[config.mk]
export PLATFORM = sky130hd
export DESIGN_NAME = supply_dip_gen
export DESIGN_NICKNAME = d
export VERILOG_FILES = /design/src/rtl/sdg_pkg.sv /design/src/rtl/sdg_preset.sv /design/src/rtl/sdg_drive.sv /design/src/rtl/supply_dip_gen.sv
export SDC_FILE = /design/constraint.sdc
export NUM_CORES = 1
export LEC_CHECK = 0
export ABC_AREA = 1
export BUFFER_PORTS_ARGS = -buffer_cell sky130_fd_sc_hd__clkbuf_2
export CAP_MARGIN = 40
export CORE_ASPECT_RATIO = 0.6
export CORE_MARGIN = 5
export CORE_UTILIZATION = 35
export CTS_CLUSTER_SIZE = 16
export DETAILED_ROUTE_END_ITERATION = 10
export GPL_ROUTABILITY_DRIVEN = 0
export MAX_ROUTING_LAYER = met4
export PLACE_DENSITY = 0.47
export SETUP_SLACK_MARGIN = 0.3
export SYNTH_ARGS = -nofsm -noshare
export SYNTH_HDL_FRONTEND = slang
export SYNTH_SLANG_ARGS = --single-unit
[constraint.sdc]
create_clock -name clk -period 4.1 [get_ports clk]
set_input_delay 0 -clock clk [delete_from_list [all_inputs] [get_ports clk]]
set_output_delay 0 -clock clk [all_outputs]
set_load 0.02 [all_outputs]
[src/rtl/sdg_pkg.sv]
package sdg_pkg;

    typedef enum logic [1:0] {
        K_CUT   = 2'd0,
        K_SWAP  = 2'd1,
        K_SPIKE = 2'd2
    } kind_t;

    localparam int CNT_W = 23;

    function automatic logic sel_ok(input logic [2:0] s);
        return (s >= 3'd1) && (s <= 3'd5);
    endfunction

    function automatic int base_period(input logic [2:0] s);
        case (s)
            3'd1:    return 100000;
            3'd2:    return 200000;
            3'd3:    return 5000000;
            3'd4:    return 20000;
            3'd5:    return 10000;
            default: return 100000;
        endcase
    endfunction

    function automatic int base_width(input logic [2:0] s);
        case (s)
            3'd1:    return 10000;
            3'd2:    return 20000;
            3'd3:    return 500000;
            3'd4:    return 1800;
            3'd5:    return 280;
            default: return 10000;
        endcase
    endfunction

    function automatic kind_t base_kind(input logic [2:0] s);
        case (s)
            3'd2, 3'd3: return K_SWAP;
            3'd5:       return K_SPIKE;
            default:    return K_CUT;
        endcase
    endfunction

endpackage

[src/rtl/sdg_preset.sv]
module sdg_preset
    import sdg_pkg::*;
#(
    parameter int TIME_DIV = 1
) (
    input  logic [2:0]       sel,
    output logic [CNT_W-1:0] period,
    output logic [CNT_W-1:0] width,
    output kind_t            kind
);
    always_comb begin
        period = CNT_W'(base_period(sel) / TIME_DIV);
        width  = CNT_W'(base_width(sel) / TIME_DIV);
        kind   = base_kind(sel);
    end
endmodule

[src/rtl/sdg_drive.sv]
module sdg_drive
    import sdg_pkg::*;
(
    input  logic             run,
    input  logic [CNT_W-1:0] cnt,
    input  logic [CNT_W-1:0] period,
    input  logic [CNT_W-1:0] width,
    input  kind_t            kind,
    output logic             rail_a_en,
    output logic             rail_b_en,
    output logic             pulse_on
);
    logic [CNT_W-1:0] win_start;
    logic             active;
    logic             edge_pos;

    always_comb begin
        win_start = period - width;
        active    = run && (cnt >= win_start);
        edge_pos  = (cnt == win_start) || (cnt == period - 1'b1);
        pulse_on  = active;
        rail_a_en = 1'b1;
        rail_b_en = 1'b0;
        case (kind)
            K_CUT:   rail_a_en = !active;
            K_SWAP: begin
                rail_a_en = !active;
                rail_b_en = active && !edge_pos;
            end
            K_SPIKE: rail_b_en = active;
            default: ;
        endcase
    end
endmodule

[src/rtl/supply_dip_gen.sv]
module supply_dip_gen
    import sdg_pkg::*;
#(
    parameter int TIME_DIV  = 1,
    parameter int BURST_LEN = 10
) (
    input  logic       clk,
    input  logic       rst_n,
    input  logic       tick_us,
    input  logic       enable,
    input  logic [2:0] test_sel,
    input  logic       burst_en,
    output logic       rail_a_en,
    output logic       rail_b_en,
    output logic       pulse_on,
    output logic       burst_done
);
    localparam int PC_W = $clog2(BURST_LEN + 1);

    typedef struct packed {
        logic             run;
        logic             done;
        logic             burst;
        logic [2:0]       sel;
        logic [CNT_W-1:0] cnt;
        logic [PC_W-1:0]  npulse;
    } state_t;

    state_t           st_d, st_q;
    logic [CNT_W-1:0] period;
    logic [CNT_W-1:0] width;
    kind_t            kind;

    sdg_preset #(.TIME_DIV(TIME_DIV)) u_preset (
        .sel    (st_q.sel),
        .period (period),
        .width  (width),
        .kind   (kind)
    );

    always_comb begin
        st_d = st_q;
        if (!enable) begin
            st_d.run    = 1'b0;
            st_d.done   = 1'b0;
            st_d.cnt    = '0;
            st_d.npulse = '0;
        end else if (!st_q.run && !st_q.done) begin
            if (sel_ok(test_sel)) begin
                st_d.run    = 1'b1;
                st_d.sel    = test_sel;
                st_d.burst  = burst_en;
                st_d.cnt    = '0;
                st_d.npulse = '0;
            end
        end else if (st_q.run && tick_us) begin
            if (st_q.cnt == period - 1'b1) begin
                st_d.cnt = '0;
                if (st_q.burst) begin
                    if (st_q.npulse == PC_W'(BURST_LEN - 1)) begin
                        st_d.run    = 1'b0;
                        st_d.done   = 1'b1;
                        st_d.npulse = '0;
                    end else begin
                        st_d.npulse = st_q.npulse + 1'b1;
                    end
                end
            end else begin
                st_d.cnt = st_q.cnt + 1'b1;
            end
        end
    end

    always_ff @(posedge clk or negedge rst_n) begin
        if (!rst_n) begin
            st_q     <= '0;
            st_q.sel <= 3'd1;
        end else begin
            st_q <= st_d;
        end
    end

    sdg_drive u_drive (
        .run       (st_q.run),
        .cnt       (st_q.cnt),
        .period    (period),
        .width     (width),
        .kind      (kind),
        .rail_a_en (rail_a_en),
        .rail_b_en (rail_b_en),
        .pulse_on  (pulse_on)
    );

    assign burst_done = st_q.done;

endmodule

==> reports/results.txt <==
Status: complete, no violations
Crit path kind: reg2out
First-pass GRT wire length: 16430 µm
CTS Buf Count: 5
Inserted Diodes: 0
Slew Viols, Final: 0
MaxCap Viol Count: 0
Yosys warnings: 0
Vias per cell: 4.942
Post-Syn Nets: 541
CTS tree: done
Maximum vdd drop: 284.0 µV
Initial antenna violation count: 0
Design area: 4128 µm²
Yosys reg bits: 33
Total core area: 9256 µm²
Placed Area: 3547 µm²
Starting Density: 36.28%
Hold Crit Class: in2reg
Iteration-0 DRC Markers: 202
Setup crit end kind: output port
Setup repair after global routing missed its margin: no
Leak pwr: 0.002008 µW
Final wirelength: 10330 µm
Die Span X: 136.5 µm
DP Worst Slack: 347.2 ps
Pre-Repair DR Iteration Count: 4
Layout cell share with drive strength beyond 1: 18.97%
Final net count: 584
Clk sinks: 33
Post-route ant nets: 0
Register area share after synthesis: 24.63%
Worst-path clk slew: 60 ps
P per Cell Area: 787.8 nW/µm²
Overflow after GRT: 0
H-tree Lvls: 2
# DRC: 0
Clk_lat worst skew: 280 ps
Area Growth Syn to Fin: 22.91%
Maximum clock frequency: 275.9 MHz
Critical path's slowest cell: dfstp_2
Largest net degree at the start of global routing: 31
Final hold viol count: 0
FP Rows: 27
Syn avg cell area: 6.730 µm²
PortBufs: 11
Routed WL per cell: 15.34 µm
Worst-Margin Slew: 547.1 ps
Fin crit share: 88.40%
Number of global-route vias before repair: 3116
Crit path required time: 4100 ps
Post-Syn Area: 3358 µm²
Critical Path Most Common Cell: nand2_1
Final setup viols: 0
Slew HR: 63.39%
Gate Count Post-Synth: 499
Chip height: 85.88 µm
DP HPWL: 7973 µm
Final setup TNS: 0 ps
Cell variety after synth: 38
CP max stage delay: 600 ps
Root buffer cell: clkbuf_16
Die Footprint: 11720 µm²
IO Count: 12
Clk_skew: 4.508 ps
Via count: 3326
Worst-path cell chain: nand2_2 > nor2_4 > nor2_4 > inv_2 > ha_4 > nand3_2 > nand2_2 > nand2_1 > nand2_2 > nand2_4 > a21oi_2 > inv_2 > a31oi_4 > xnor2_1 > ha_1 > nand2_1 > nor3_2 > nor3b_1 > a21boi_1 > nand3_2 > nand2_1 > inv_1 > nand2_1 > buf_4
Min Tclk post-route: 3624 ps
Startpoint Class: register
Crit path DAT: 3620 ps
CP Max Fanout: 5
Setup WS post-layout: 475.7 ps
Clock Tree Buf Depth: 2
Tot GR Track Use: 18.46%
-- critical path, delay by kind of cell (launching register included) --
family	cells	cell delay, ps
buffers and inverters	4	380
AND/OR/NAND/NOR	14	1380
adder cells (fa/ha/maj)	2	430
AO/OA/AOI/OAI	3	440
XOR/XNOR	1	80
flip-flops	1	600
-- flip-flops by register name, summed over array words and instances (netlist names) --
name / cells
burst_done: 1
st_q: 32
-- path summary, 6_finish.rpt --
path                            startpoint         end  slack [ps]  cells past startpoint
worst min register to register    st_q[30]    st_q[30]         500                      2
min in group asynchronous            rst_n    st_q[28]          70                      2
worst min-delay path                enable  burst_done          30                      3
max in group asynchronous            rst_n     st_q[5]        3640                      3
worst max-delay path              st_q[27]   rail_a_en         480                     24
worst max register to register    st_q[28]    st_q[19]        1190                     18
-- synthesized netlist by cell type, drive strengths merged --
| cell | count | area share, % |
|---|---|---|
| dfrtp | 32 | 24 |
| nand4 | 11 | 2.0 |
| o22ai | 1 | 0.19 |
| clkbuf | 1 | 0.11 |
| o21ai | 22 | 3.3 |
| dfstp | 1 | 0.78 |
| nand3 | 42 | 7.2 |
| xnor2 | 2 | 0.52 |
| o21a | 1 | 0.22 |
| nor3 | 21 | 3.1 |
| buf | 5 | 1.6 |
| a21oi | 25 | 3.7 |
| ha | 34 | 13 |
| nor4 | 1 | 0.19 |
| or2 | 3 | 0.56 |
| o211ai | 1 | 0.22 |
| nor2 | 63 | 7.9 |
| a31oi | 4 | 0.75 |
| a211oi | 2 | 0.45 |
| nor3b | 2 | 0.45 |
| inv | 71 | 8.1 |
| xor2 | 18 | 4.9 |
| nand2 | 128 | 15 |
| a21boi | 2 | 0.45 |
| o21bai | 6 | 1.3 |
-- cell families (layout without fill, tap and decap cells) --
kind of cell	Yosys count	in the layout	share of synthesized area (%)
DFF	33	33	24.63
xor gates and xnor gates	20	20	5.440
AOI/OAI and AO/OA	64	64	10.62
adders and majority gates	34	34	12.67
buffers and inverters	77	121	9.761
and+or+nand+nor	271	271	36.89
-- area by class of cell --
type,count,area [µm²]
clock buffer,6,138.9
clock inverter,2,37.54
fill,951,5129
inverter,71,274.0
multi-input combinational,389,2365
sequential,33,829.5
tap,130,162.7
timing repair buffer,42,320.3
-- stage by stage --
stage / hold slack (ps) / utilization, % / cells / total power (µW)
finish: 28.89 / 44.59 / 673 / 3252
global placement: 155.0 / 38.10 / 635 / 2253
floorplan: -295.6 / - / 499 / 1852
CTS: 18.70 / 41.35 / 654 / 2785
global route: 62.11 / 44.59 / 673 / 3555
detailed placement: -171.6 / 38.32 / 636 / 2225
-- layer usage --
layer,up-vias,part of all wire [%],track usage [%]
met5,-,0,-
met3,8,5.4,3.458
li1,1715,-,-
met2,79,39,24.07
met4,0,0.72,3.202
met1,1524,55,29.07
-- report_power, final --
group	internal, µW	switching (µW)
Sequential	367	48.8
Clock	303	153
Combinational	945	1430
-- cells in the final DEF (no fill, tap or decap), types with 6 or more instances in the layout --
cell type	instances
xor2_1	17
nand4_1	11
a21oi_1	21
buf_4	25
nand3_1	35
dfrtp_1	30
nor2_1	54
nand2_4	7
ha_1	30
nand2_1	116
nor2_2	6
inv_1	63
inv_2	6
clkbuf_2	10
o21ai_0	17
nor3_1	18
-- repair_timing --
| item | 4_1_cts | 5_1_grt |
|---|---|---|
| buffers inserted | 6 | 19 |
| pin swaps | 2 | 13 |
| hold endpoints to repair | 36 | 0 |
| resized for setup | 5 | 41 |
| setup endpoints to repair | 3 | 3 |
| hold buffers | 4 | 0 |
Note: power is estimated with default switching activity, not from simulation.
